$ cat src/rtl/pwm_rc_pkg.sv
// Package: shared defaults and the gate state type for the ramp-compare PWM.
// Assumes: nothing; it holds constants and types only.
package pwm_rc_pkg;
    localparam int unsigned LEVEL_W_DEF = 8;    // duty and ramp width
    localparam int unsigned STARTUP_DEF = 193;  // clocks the output is held low
    localparam int unsigned FILT_DEF    = 2;    // output filter depth

    typedef enum logic {
        GATE_WAIT = 1'b0,
        GATE_OPEN = 1'b1
    } gate_state_e;
endpackage

$ cat src/rtl/pwm_ramp.sv
// Module: down-counting ramp with a reload strobe.
// Resets to zero, so the first running clock loads the top value and raises the strobe.
// Assumes: halt is synchronous and active high.
module pwm_ramp #(
    parameter int unsigned W = 8
) (
    input  logic         clk,
    input  logic         halt,
    output logic [W-1:0] ramp_o,
    output logic         reload_o,
    output logic         strobe_o
);
    localparam logic [W-1:0] TOP = '1;

    logic [W-1:0] ramp_q;
    logic         strobe_q;

    // reload happens on the edge that follows a zero ramp value
    assign reload_o = (ramp_q == '0);

    // step the ramp down, wrap to the top value, and flag the wrap
    always_ff @(posedge clk) begin
        if (halt) begin
            ramp_q   <= '0;
            strobe_q <= 1'b0;
        end else begin
            strobe_q <= reload_o;
            ramp_q   <= reload_o ? TOP : ramp_q - 1'b1;
        end
    end

    assign ramp_o   = ramp_q;
    assign strobe_o = strobe_q;

    assert_strobe_at_top_R1: assert property (@(posedge clk) disable iff (halt)
        strobe_q |-> (ramp_q == TOP));

    assert_ramp_step_R1: assert property (@(posedge clk) disable iff (halt)
        (ramp_q != '0) |=> (ramp_q == $past(ramp_q) - 1'b1));
endmodule

$ cat src/rtl/pwm_duty_cmp.sv
// Module: duty capture and registered comparator.
// The duty level is latched only on a ramp reload. The compare result is registered,
// so it lags the ramp by one clock.
// Assumes: load_i is high in the cycle before the ramp takes its top value.
module pwm_duty_cmp #(
    parameter int unsigned W = 8
) (
    input  logic         clk,
    input  logic         halt,
    input  logic         load_i,
    input  logic [W-1:0] duty_i,
    input  logic [W-1:0] ramp_i,
    output logic         cmp_o
);
    logic [W-1:0] duty_q;
    logic         cmp_q;

    // hold the duty level for one full ramp period
    always_ff @(posedge clk) begin
        if (halt) begin
            duty_q <= '0;
        end else if (load_i) begin
            duty_q <= duty_i;
        end
    end

    // register the greater-than comparison against the ramp
    always_ff @(posedge clk) begin
        if (halt) begin
            cmp_q <= 1'b0;
        end else begin
            cmp_q <= (duty_q > ramp_i);
        end
    end

    assign cmp_o = cmp_q;

    assert_duty_hold_R2: assert property (@(posedge clk) disable iff (halt)
        !load_i |=> $stable(duty_q));

    assert_zero_duty_low_R3: assert property (@(posedge clk) disable iff (halt)
        (duty_q == '0) |=> !cmp_q);
endmodule

$ cat src/rtl/pwm_start_gate.sv
// Module: startup delay that opens the output gate after CLKS running clocks.
// A zero CLKS opens the gate straight out of reset.
// Assumes: halt is synchronous and reloads the count.
module pwm_start_gate
    import pwm_rc_pkg::*;
#(
    parameter int unsigned CLKS = 193
) (
    input  logic clk,
    input  logic halt,
    output logic open_o
);
    localparam int unsigned CW = (CLKS < 1) ? 1 : $clog2(CLKS + 1);
    localparam logic [CW-1:0] LOAD = CW'(CLKS);
    localparam gate_state_e INIT = (CLKS == 0) ? GATE_OPEN : GATE_WAIT;

    logic [CW-1:0] cnt_q;
    gate_state_e   state_q;

    // count down the startup window and open the gate on the last step
    always_ff @(posedge clk) begin
        if (halt) begin
            cnt_q   <= LOAD;
            state_q <= INIT;
        end else if (state_q == GATE_WAIT) begin
            cnt_q <= cnt_q - 1'b1;
            if (cnt_q == CW'(1)) begin
                state_q <= GATE_OPEN;
            end
        end
    end

    assign open_o = (state_q == GATE_OPEN);

    assert_open_after_count_R6: assert property (@(posedge clk) disable iff (halt)
        (state_q == GATE_OPEN) |-> (cnt_q == '0));
endmodule

$ cat src/rtl/pwm_glitch_filter.sv
// Module: gated flop chain on the PWM path.
// Stage zero takes the compare result only while the gate is open. Every stage clears on halt.
// Assumes: STAGES is at least one.
module pwm_glitch_filter #(
    parameter int unsigned STAGES = 2
) (
    input  logic clk,
    input  logic halt,
    input  logic gate_i,
    input  logic din_i,
    output logic dout_o
);
    logic [STAGES-1:0] stg_q;

    // first stage: masked compare result
    always_ff @(posedge clk) begin
        if (halt) begin
            stg_q[0] <= 1'b0;
        end else begin
            stg_q[0] <= gate_i & din_i;
        end
    end

    for (genvar i = 1; i < STAGES; i++) begin : g_stage
        // later stages: plain shift
        always_ff @(posedge clk) begin
            if (halt) begin
                stg_q[i] <= 1'b0;
            end else begin
                stg_q[i] <= stg_q[i-1];
            end
        end

        assert_shift_high_R7: assert property (@(posedge clk) disable iff (halt)
            stg_q[i-1] |=> stg_q[i]);
        assert_shift_low_R7: assert property (@(posedge clk) disable iff (halt)
            !stg_q[i-1] |=> !stg_q[i]);
    end

    assign dout_o = stg_q[STAGES-1];

    assert_closed_blocks_R6: assert property (@(posedge clk) disable iff (halt)
        !gate_i |=> !stg_q[0]);
endmodule

$ cat src/rtl/pwm_ramp_cmp.sv
// Module: top of the ramp-compare PWM.
// Chains the ramp, the duty capture and compare, the startup gate and the output filter.
// Assumes: a single clock; halt is synchronous and active high.
module pwm_ramp_cmp
    import pwm_rc_pkg::*;
#(
    parameter int unsigned LEVEL_W      = LEVEL_W_DEF,
    parameter int unsigned STARTUP_CLKS = STARTUP_DEF,
    parameter int unsigned FILT_STAGES  = FILT_DEF
) (
    input  logic               clk,
    input  logic               halt,
    input  logic [LEVEL_W-1:0] duty_i,
    output logic               pwm_o,
    output logic               period_start_o
);
    logic [LEVEL_W-1:0] ramp;
    logic               reload;
    logic               cmp;
    logic               gate_open;

    pwm_ramp #(.W(LEVEL_W)) u_ramp (
        .clk      (clk),
        .halt     (halt),
        .ramp_o   (ramp),
        .reload_o (reload),
        .strobe_o (period_start_o)
    );

    pwm_duty_cmp #(.W(LEVEL_W)) u_cmp (
        .clk    (clk),
        .halt   (halt),
        .load_i (reload),
        .duty_i (duty_i),
        .ramp_i (ramp),
        .cmp_o  (cmp)
    );

    pwm_start_gate #(.CLKS(STARTUP_CLKS)) u_gate (
        .clk    (clk),
        .halt   (halt),
        .open_o (gate_open)
    );

    pwm_glitch_filter #(.STAGES(FILT_STAGES)) u_filt (
        .clk    (clk),
        .halt   (halt),
        .gate_i (gate_open),
        .din_i  (cmp),
        .dout_o (pwm_o)
    );
endmodule

$ cat config.mk
export PLATFORM = sky130hd
export DESIGN_NAME = pwm_ramp_cmp
export DESIGN_NICKNAME = d
export VERILOG_FILES = /design/src/rtl/pwm_rc_pkg.sv /design/src/rtl/pwm_ramp.sv /design/src/rtl/pwm_duty_cmp.sv /design/src/rtl/pwm_start_gate.sv /design/src/rtl/pwm_glitch_filter.sv /design/src/rtl/pwm_ramp_cmp.sv
export SDC_FILE = /design/constraint.sdc
export NUM_CORES = 1
export LEC_CHECK = 0
export ABC_AREA = 1
export BUFFER_PORTS_ARGS = -buffer_cell sky130_fd_sc_hd__buf_4
export CAP_MARGIN = 10
export CORE_MARGIN = 8
export CORE_UTILIZATION = 50
export CTS_CLUSTER_DIAMETER = 30
export DETAILED_ROUTE_END_ITERATION = 10
export PLACE_DENSITY = 0.69
export SLEW_MARGIN = 25
export SYNTH_ARGS = -nofsm -noshare
export SYNTH_HDL_FRONTEND = slang
export SYNTH_SLANG_ARGS = --single-unit
$ cat constraint.sdc
create_clock -name clk -period 1.55 [get_ports clk]
set_input_delay 0.155 -clock clk [delete_from_list [all_inputs] [get_ports clk]]
set_output_delay 0.155 -clock clk [all_outputs]
set_load 0.05 [all_outputs]
==> results.toml, run 1 <==
[run_status]
outcome = "finished, final reports clean"

[synthesis]
yosysWarnings = 0
avgSynthCellArea_sq_um = 7.58
synthTopCellsByArea = "sky130_fd_sc_hd__dfxtp_1 (41%), sky130_fd_sc_hd__nor2_1 (11%), sky130_fd_sc_hd__ha_1 (9.8%)"
mappedNetlistArea_sq_um = 1410
synth-adder-area-share_pct = 9.76
synth_cells = 186
synth_xor_xnor_area_share_pct = 0
netlist.area_leader.share_pct = 41.2
synth-seq-cells = 29
synth-compound-area-share_pct = 13.1
synth_top_cell_by_area = "sky130_fd_sc_hd__dfxtp_1"
syn_nets = 207
synth_top_family_by_area = "simple AND/OR/NAND/NOR gates"
post_synth_mux_area_share_pct = 0
yosysSeqAreaShare_pct = 41.2
synthDistinctLibCells = 23
synthSimpleGateAreaFrac_pct = 26.9

[pwr]
power.switching_fraction_pct = 40.0
power.share.clock_pct = 21.9
power.share.sequential_pct = 35.5
finalPower_uw = 3010
power.density_cell_area_nw_per_um2 = 1830
total_switching_power_uw = 1200
power.ir.vdd_worst_uv = 1290
power.static_leakage_uw = 0.000761
power.share.combinational_pct = 42.6
p_int_uw = 1800

[worst_setup_path]
crit-reg2reg-launch = "u_ramp.ramp_o[0]$_SDFF_PP0_"
worstPathRequired_ns = 1.82
worstSetupPathType = "reg -> reg"
worstPathArrival_ns = 1.73
regToRegSetupSlack_ns = 0.09
max_stage_delay_ns = 0.35
crit-reg2reg-capture = "u_ramp.ramp_o[3]$_SDFF_PP0_"
endpoint_kind = "flip-flop"
cp_num_buf_inv = 2
crit_path_cell_trace = "inv_1 > ha_4 > nand2_4 > nor2_4 > nand3_4 > buf_4 > a31oi_2"
ff_to_ff_path_depth = 7
critical_path.startpoint_type = "flip-flop"
crit_fanout = 6
largest_delay_contributor_family_on_the_critical_path = "simple AND/OR/NAND/NOR gates"
crit_path_top_delay_cell = "sky130_fd_sc_hd__dfxtp_1"

[route]
detail_route.wl_per_cell_um = 12.6
highest-signal-layer = "met4"
initialDrtViolationCount = 57
detail_route.wirelength_um = 2950
detail_route.drc_violations = 0
drtPass1Iterations = 4
route.detailed.vias_per_inst = 5.13
met2_wirelength_um = 1350
antenna_violating_nets_left = 0
wl_met1_um = 1290
vias = 1205
routed-wl-met3_um = 195

[cells_and_area]
post_route_cells_drive_above_1_share_pct = 19.1
layout_common_cells = "sky130_fd_sc_hd__nor2_1 (43), sky130_fd_sc_hd__dfxtp_1 (29), sky130_fd_sc_hd__nand2_1 (28)"
utilization_pct = 60.5
fillCellCount = 245
layout.cells.non_filler = 235
final_net_count = 224
antenna_cells = 0
synthToLayoutAreaGrowth_pct = 16.3
layout_commonest_cell = "sky130_fd_sc_hd__nor2_1"

[clock_network]
cts_tree = "yes"
ctsHtreeMaxLevel = 2
clkSinkCount = 29
cts.clk_slew.worst_paths_ns = 0.11
tritoncts.num_buffers = 5
cts_max_path_buffers = 2
cts_root_buf = "sky130_fd_sc_hd__clkbuf_4"
clk_latency_ns = 0.33

[die]
fp.dieW_um = 69.1
rows = 19
dieArea_sq_um = 4780
ios = 12
chipHeight_um = 69.1
core_region_area_sq_um = 2710
starting_density_of_the_core_pct = 52.0

[timing]
slew_headroom_pct = 71.8
timing_worst_slew_pin_value_ns = 0.422
final-max-slew-violation-count = 0
post_route_skew_ns = 0.0178
whs_ns = 0.0465
finalSetupViolations = 0
max_clock_freq_ghz = 0.685
period_needed_ns = 1.46
timing.setup.tns_ns = 0
min_period_over_period_pct = 94.1
final-hold-violation-count = 0

[hold_path]
min_to = "u_cmp.duty_q[7]$_SDFFE_PP0P_"
min-delay-path-class = "in -> reg"
cells_on_worst_hold_path = 3
hold_path.startpoint = "duty_i[7]"

[global_route]
initial_antenna_violation_count = 0
grt_pass1_vias = 1153
wire_length_of_the_first_global_routing_pass_um = 4960
grt_start_max_net_pins = 17
gr-usage-all-layers_pct = 12.5
globalRouteOverflowTotal = 0

[placed_design]
dp_hpwl_um = 2030
io_buffer_count = 11
placed_cells = 224
routabilityCongestion = 0.841

[job]
cap_violations = 0
==> what timing repair did <==
action	4_1_cts	5_1_grt
setup endpoints to repair	0	10
buffers inserted	0	2
resized for setup	0	5
hold buffers	0	0
==> stage by stage <==
| stage | area (sq um) | worst slack, ns |
|---|---|---|
| 3_5_place_dp | 1510 | 0.0483 |
| 4_1_cts | 1590 | 0.0111 |
| 6_report | 1640 | 0.0910 |
| 2_1_floorplan | 1410 | 0.284 |
| 5_1_grt | 1640 | -0.0130 |
| 3_3_place_gp | 1510 | 0.164 |
==> sequential cells by signal (all words and copies together), names as in the netlist <==
signal and flops:
u_cmp.duty_q 8, u_gate.cnt_q 8, u_ramp.ramp_o 8, u_cmp.cmp_o 1, u_filt.dout_o 1, u_filt.stg_q 1
u_gate.open_o 1, u_ramp.strobe_o 1
==> cell usage after synthesis, drive strengths merged <==
library cell and instances:
a21o 1, a21oi 9, a31oi 1, buf 4
dfxtp 29, ha 11, inv 27, nand2 29
nand3 5, nand4 3, nor2 44, nor3 4
nor3b 1, o21ai 16, o22ai 1, or2 1
==> logic make-up (layout without fill, tap and decap cells) <==
| group | Yosys count | count (layout) |
|---|---|---|
| AOI/OAI and AO/OA | 28 | 28 |
| and+or+nand+nor | 87 | 88 |
| adders and majority gates | 11 | 11 |
| buffers and inverters | 31 | 48 |
| DFF | 29 | 29 |
==> power groups by stage <==
| stage | Combinational, uW | Sequential (uW) | Clock, uW |
|---|---|---|---|
| 2_1_floorplan | 924 | 1060 | 0 |
| 3_3_place_gp | 1080 | 1070 | 0 |
| 3_5_place_dp | 1130 | 1080 | 0 |
| 4_1_cts | 1140 | 1060 | 672 |
| 5_1_grt | 1480 | 1090 | 706 |
| 6_report | 1280 | 1070 | 659 |
==> worst max-delay path by stage <==
stage | startpoint | to | slack, ns | cells past startpoint
after CTS | u_ramp.ramp_o[0]$_SDFF_PP0_ | u_cmp.duty_q[0]$_SDFFE_PP0P_ | 0.01 | 8
after global routing | u_ramp.ramp_o[0]$_SDFF_PP0_ | u_cmp.duty_q[5]$_SDFFE_PP0P_ | -0.01 | 8
final | u_ramp.ramp_o[0]$_SDFF_PP0_ | u_ramp.ramp_o[3]$_SDFF_PP0_ | 0.09 | 7
after floorplan | u_ramp.ramp_o[0]$_SDFF_PP0_ | u_cmp.duty_q[1]$_SDFFE_PP0P_ | 0.28 | 8
after detailed placement | u_ramp.ramp_o[0]$_SDFF_PP0_ | u_cmp.duty_q[0]$_SDFFE_PP0P_ | 0.05 | 8
after global placement | u_ramp.ramp_o[0]$_SDFF_PP0_ | u_cmp.duty_q[3]$_SDFFE_PP0P_ | 0.16 | 8
==> cell type report <==
type	instances	area, sq um	share of cell area (%)
multi-input combinational	127	732	44.6
sequential	29	581	35.4
inverter	27	106	6.48
timing repair buffer	13	97.6	5.95
clock buffer	7	55.1	3.36
tap	31	38.8	2.36
clock inverter	1	30.0	1.83
==> worst reg2reg max path, stage by stage (launching register included) <==
cell and delay (ns):
sky130_fd_sc_hd__dfxtp_1 0.35, sky130_fd_sc_hd__inv_1 0.13, sky130_fd_sc_hd__ha_4 0.16, sky130_fd_sc_hd__nand2_4 0.06, sky130_fd_sc_hd__nor2_4 0.19, sky130_fd_sc_hd__nand3_4 0.17
sky130_fd_sc_hd__buf_4 0.21, sky130_fd_sc_hd__a31oi_2 0.12
==> layer usage <==
layer	vias up	global-route usage, %
met5	-	0
met4	0	6.83
met3	12	5.72
met2	34	19.9
met1	536	13.3
li1	623	-
Power figures use the tool's default switching activity.
==> run 2, diff against run 1 <==
--- a/config.mk
+++ b/config.mk
@@ -10,6 +10,7 @@
 export CAP_MARGIN = 10
 export CORE_MARGIN = 8
 export CORE_UTILIZATION = 50
+export CTS_BUF_LIST = sky130_fd_sc_hd__clkbuf_4
 export CTS_CLUSTER_DIAMETER = 30
 export DETAILED_ROUTE_END_ITERATION = 10
 export PLACE_DENSITY = 0.69
==> results.toml, run 2 (synthesis results as in run 1) <==
[run_status]
outcome = "finished, final reports clean"

[timing]
final-max-slew-violation-count = 0
finalSetupViolations = 0
period_needed_ns = 1.46
max_clock_freq_ghz = 0.686
min_period_over_period_pct = 94.1
timing.setup.tns_ns = 0
final-hold-violation-count = 0
slew_headroom_pct = 76.0
timing_worst_slew_pin_value_ns = 0.360
post_route_skew_ns = 0.0138

[worst_setup_path]
endpoint_kind = "flip-flop"
worstSetupPathType = "reg -> reg"
crit_fanout = 7
worstPathRequired_ns = 1.81
worstPathArrival_ns = 1.72
critical_path.startpoint_type = "flip-flop"

[pwr]
power.static_leakage_uw = 0.000756
power.share.combinational_pct = 42.4
power.share.clock_pct = 20.9
power.switching_fraction_pct = 39.6
p_int_uw = 1760
power.density_cell_area_nw_per_um2 = 1800
power.ir.vdd_worst_uv = 1210
total_switching_power_uw = 1150
power.share.sequential_pct = 36.7

[hold_path]
min-delay-path-class = "in -> reg"

[route]
antenna_violating_nets_left = 0
initialDrtViolationCount = 76
drtPass1Iterations = 5
detail_route.drc_violations = 0
route.detailed.vias_per_inst = 5.08
vias = 1193
detail_route.wl_per_cell_um = 12.2
detail_route.wirelength_um = 2870

[global_route]
grt_start_max_net_pins = 17
grt_pass1_vias = 1131
wire_length_of_the_first_global_routing_pass_um = 4780
globalRouteOverflowTotal = 0
initial_antenna_violation_count = 0
gr-usage-all-layers_pct = 11.8

[clock_network]
cts_root_buf = "sky130_fd_sc_hd__clkbuf_4"
cts_tree = "yes"
cts.clk_slew.worst_paths_ns = 0.10
ctsHtreeMaxLevel = 2
clkSinkCount = 29
tritoncts.num_buffers = 5
cts_max_path_buffers = 2
post_cts_hold_buffer_count = 0
clk_latency_ns = 0.33

[die]
fp.dieW_um = 69.1
starting_density_of_the_core_pct = 52.0
dieArea_sq_um = 4780
rows = 19
core_region_area_sq_um = 2710
ios = 12
chipHeight_um = 69.1

[placed_design]
routabilityCongestion = 0.841
io_buffer_count = 11
dp_hpwl_um = 2030

[cells_and_area]
post_route_cells_drive_above_1_share_pct = 19.1
final_net_count = 224
layout_commonest_cell = "sky130_fd_sc_hd__nor2_1"
synthToLayoutAreaGrowth_pct = 14.6
antenna_cells = 0
layout_common_cells = "sky130_fd_sc_hd__nor2_1 (43), sky130_fd_sc_hd__dfxtp_1 (29), sky130_fd_sc_hd__nand2_1 (28)"
utilization_pct = 59.6

[job]
cap_violations = 0
## run 2: cell types whose count changed in the layout (fill, tap and decap cells not counted), sizes merged
| cell | change |
|---|---|
| clkinv | +1 |
| clkbuf | -1 |
## run 2: metal layers
metal	GRT usage [%]	up-vias	routed length [um]
met2	19.8	30	1390
li1	-	624	-
met3	4.29	7	164
met1	12.9	532	1260
met5	0	-	0
met4	5.69	0	54
## run 2: timing repair
item | 4_1_cts | 5_1_grt
setup buffers | 0 | 2
resized for setup | 0 | 3
endpoints found under the setup margin | 0 | 9
## run 2: layout make-up
type	count	area [sq um]
clock inverter	2	33.8
tap	31	38.8
sequential	29	581
clock buffer	6	45.0
timing repair buffer	13	97.6
multi-input combinational	127	714
fill	247	1090
inverter	27	106
## run 2: through the flow
step                cells  hold WS, ns  instance area, sq um  total power (uW)  setup slack [ns]
floorplan             186        0.290                  1410              1990             0.284
global route          235       0.0690                  1620              3170          -0.00641
detailed placement    224        0.395                  1510              2210            0.0483
CTS                   232       0.0485                  1580              2830            0.0244
global placement      224        0.389                  1510              2150             0.164
finish                235       0.0512                  1620              2910            0.0921
## run 2: power groups by stage
stage | Sequential, uW | Clock (uW) | Combinational [uW]
4_1_cts | 1060 | 629 | 1140
5_1_grt | 1090 | 659 | 1430
3_5_place_dp | 1080 | 0 | 1130
6_report | 1070 | 609 | 1230
3_3_place_gp | 1070 | 0 | 1080
2_1_floorplan | 1060 | 0 | 924
## run 2: final timing paths
check,from,to,slack (ns),cells after the start
hold reg to reg,u_filt.stg_q[0]$_SDFF_PP0_,u_filt.dout_o$_SDFF_PP0_,0.40,2
setup reg to reg,u_ramp.ramp_o[0]$_SDFF_PP0_,u_ramp.ramp_o[3]$_SDFF_PP0_,0.09,7
hold / removal,duty_i[7],u_cmp.duty_q[7]$_SDFFE_PP0P_,0.05,3
setup / recovery,u_ramp.ramp_o[0]$_SDFF_PP0_,u_ramp.ramp_o[3]$_SDFF_PP0_,0.09,7
## run 2: critical path, stage by stage, from the launching register on
cell and delay, ns:
sky130_fd_sc_hd__dfxtp_1 0.35, sky130_fd_sc_hd__inv_1 0.10, sky130_fd_sc_hd__ha_2 0.22, sky130_fd_sc_hd__nand2_4 0.07, sky130_fd_sc_hd__nor2_4 0.16, sky130_fd_sc_hd__nand3_4 0.18
sky130_fd_sc_hd__buf_4 0.19, sky130_fd_sc_hd__a31oi_2 0.12
==> run 3, diff against run 2 <==
--- a/config.mk
+++ b/config.mk
@@ -10,7 +10,7 @@
 export CAP_MARGIN = 10
 export CORE_MARGIN = 8
 export CORE_UTILIZATION = 50
-export CTS_BUF_LIST = sky130_fd_sc_hd__clkbuf_4
+export CTS_BUF_LIST = sky130_fd_sc_hd__clkbuf_8
 export CTS_CLUSTER_DIAMETER = 30
 export DETAILED_ROUTE_END_ITERATION = 10
 export PLACE_DENSITY = 0.69
==> results.toml, run 3 (synthesis results as in run 1) <==
[worst_setup_path]
worstPathRequired_ns = 1.72
worstPathArrival_ns = 1.62
critical_path.startpoint_type = "flip-flop"
ff_to_ff_path_depth = 7
crit-reg2reg-launch = "u_ramp.ramp_o[0]$_SDFF_PP0_"
regToRegSetupSlack_ns = 0.1
endpoint_kind = "flip-flop"
crit_fanout = 6
crit-reg2reg-capture = "u_cmp.duty_q[3]$_SDFFE_PP0P_"
worstSetupPathType = "reg -> reg"

[clock_network]
ctsHtreeMaxLevel = 2
clk_latency_ns = 0.28
tritoncts.num_buffers = 5
cts_max_path_buffers = 2
cts_tree = "yes"
cts.clk_slew.worst_paths_ns = 0.07
cts_root_buf = "sky130_fd_sc_hd__clkbuf_8"
clkSinkCount = 29

[route]
vias = 1184
drtPass1Iterations = 4
detail_route.wirelength_um = 2860
routed-wl-met3_um = 194
antenna_violating_nets_left = 0
detail_route.drc_violations = 0
initialDrtViolationCount = 49
highest-signal-layer = "met4"
wl_met1_um = 1270
detail_route.wl_per_cell_um = 12.2
met2_wirelength_um = 1360
route.detailed.vias_per_inst = 5.06

[global_route]
grt_start_max_net_pins = 17
grt_pass1_vias = 1159
globalRouteOverflowTotal = 0
gr-usage-all-layers_pct = 12.0
initial_antenna_violation_count = 0
wire_length_of_the_first_global_routing_pass_um = 4890

[die]
ios = 12
starting_density_of_the_core_pct = 52.0
fp.dieW_um = 69.1
core_region_area_sq_um = 2710
chipHeight_um = 69.1
dieArea_sq_um = 4780
rows = 19

[cells_and_area]
layout_common_cells = "sky130_fd_sc_hd__nor2_1 (43), sky130_fd_sc_hd__dfxtp_1 (29), sky130_fd_sc_hd__nand2_1 (28)"
synthToLayoutAreaGrowth_pct = 16.6
post_route_cells_drive_above_1_share_pct = 18.7
final_net_count = 223
fillCellCount = 248
utilization_pct = 60.7
layout_commonest_cell = "sky130_fd_sc_hd__nor2_1"
antenna_cells = 0

[timing]
period_needed_ns = 1.45
post_route_skew_ns = 0.00764
whs_ns = 0.109
slew_headroom_pct = 74.2
final-hold-violation-count = 0
min_period_over_period_pct = 93.6
timing_worst_slew_pin_value_ns = 0.386
final-max-slew-violation-count = 0
finalSetupViolations = 0
worst_slack_ns = 0.0994
max_clock_freq_ghz = 0.689

[hold_path]
cells_on_worst_hold_path = 3
min_to = "u_cmp.duty_q[7]$_SDFFE_PP0P_"
min-delay-path-class = "in -> reg"
hold_path.startpoint = "duty_i[7]"

[pwr]
finalPower_uw = 3080
power.static_leakage_uw = 0.000772
power.density_cell_area_nw_per_um2 = 1870
power.ir.vdd_worst_uv = 1490

[placed_design]
io_buffer_count = 11
dp_slack_ns = 0.0483
routabilityCongestion = 0.841
dp_hpwl_um = 2030

[run_status]
outcome = "finished, final reports clean"

[job]
cap_violations = 0
-- run 3: layout make-up --
cell class                      count  area (sq um)  share of cell area [%]
Multi-Input combinational cell    127           714                    43.5
Sequential cell                    29           581                    35.3
Inverter                           27           104                    6.32
Timing Repair Buffer               12          90.1                    5.48
Clock buffer                        6          82.6                    5.02
Tap cell                           31          38.8                    2.36
Clock inverter                      2          33.8                    2.05
-- run 3: metal layers --
layer / global-route usage [%] / vias up
li1: - / 622
met1: 12.8 / 531
met2: 20.8 / 26
met3: 4.01 / 5
met4: 5.69 / 0
met5: 0 / -
-- run 3: timing repair --
action | CTS | global route
gates resized for setup | 0 | 2
endpoints found under the setup margin | 0 | 10
buffers inserted | 0 | 1
hold buffers | 0 | 0
hold endpoints to repair | 0 | 0
-- run 3: per-stage QoR --
stage | area [sq um] | std cells | setup TNS, ns
final | 1640 | 234 | 0
after global routing | 1640 | 234 | -0.0171
after CTS | 1620 | 232 | 0
after detailed placement | 1510 | 224 | 0
after global placement | 1510 | 224 | 0
after floorplan | 1410 | 186 | 0
-- run 3: worst max-delay path, cell delays in order (launching register included) --
cell and delay, ns:
sky130_fd_sc_hd__dfxtp_1 0.34, sky130_fd_sc_hd__inv_1 0.10, sky130_fd_sc_hd__ha_2 0.22, sky130_fd_sc_hd__nand2_4 0.07, sky130_fd_sc_hd__nor2_4 0.16, sky130_fd_sc_hd__nand3_2 0.22, sky130_fd_sc_hd__o21ai_2 0.18, sky130_fd_sc_hd__nor2_1 0.05
-- run 3: where the power goes --
part / total (uW) / internal, uW / switching [uW]
logic: 1220 / 452 / 764
registers: 1060 / 934 / 131
clock network: 796 / 517 / 280
total: 3080 / 1900 / 1170
-- run 3: how the worst max path moves through the flow --
stage | start | end | slack [ns] | depth (start not counted)
after floorplan | u_ramp.ramp_o[0]$_SDFF_PP0_ | u_cmp.duty_q[1]$_SDFFE_PP0P_ | 0.28 | 8
after global placement | u_ramp.ramp_o[0]$_SDFF_PP0_ | u_cmp.duty_q[3]$_SDFFE_PP0P_ | 0.16 | 8
after detailed placement | u_ramp.ramp_o[0]$_SDFF_PP0_ | u_cmp.duty_q[0]$_SDFFE_PP0P_ | 0.05 | 8
after CTS | u_ramp.ramp_o[0]$_SDFF_PP0_ | u_cmp.duty_q[0]$_SDFFE_PP0P_ | 0.008 | 8
after global routing | u_ramp.ramp_o[0]$_SDFF_PP0_ | u_cmp.duty_q[4]$_SDFFE_PP0P_ | -0.009 | 7
final | u_ramp.ramp_o[0]$_SDFF_PP0_ | u_cmp.duty_q[3]$_SDFFE_PP0P_ | 0.1 | 7
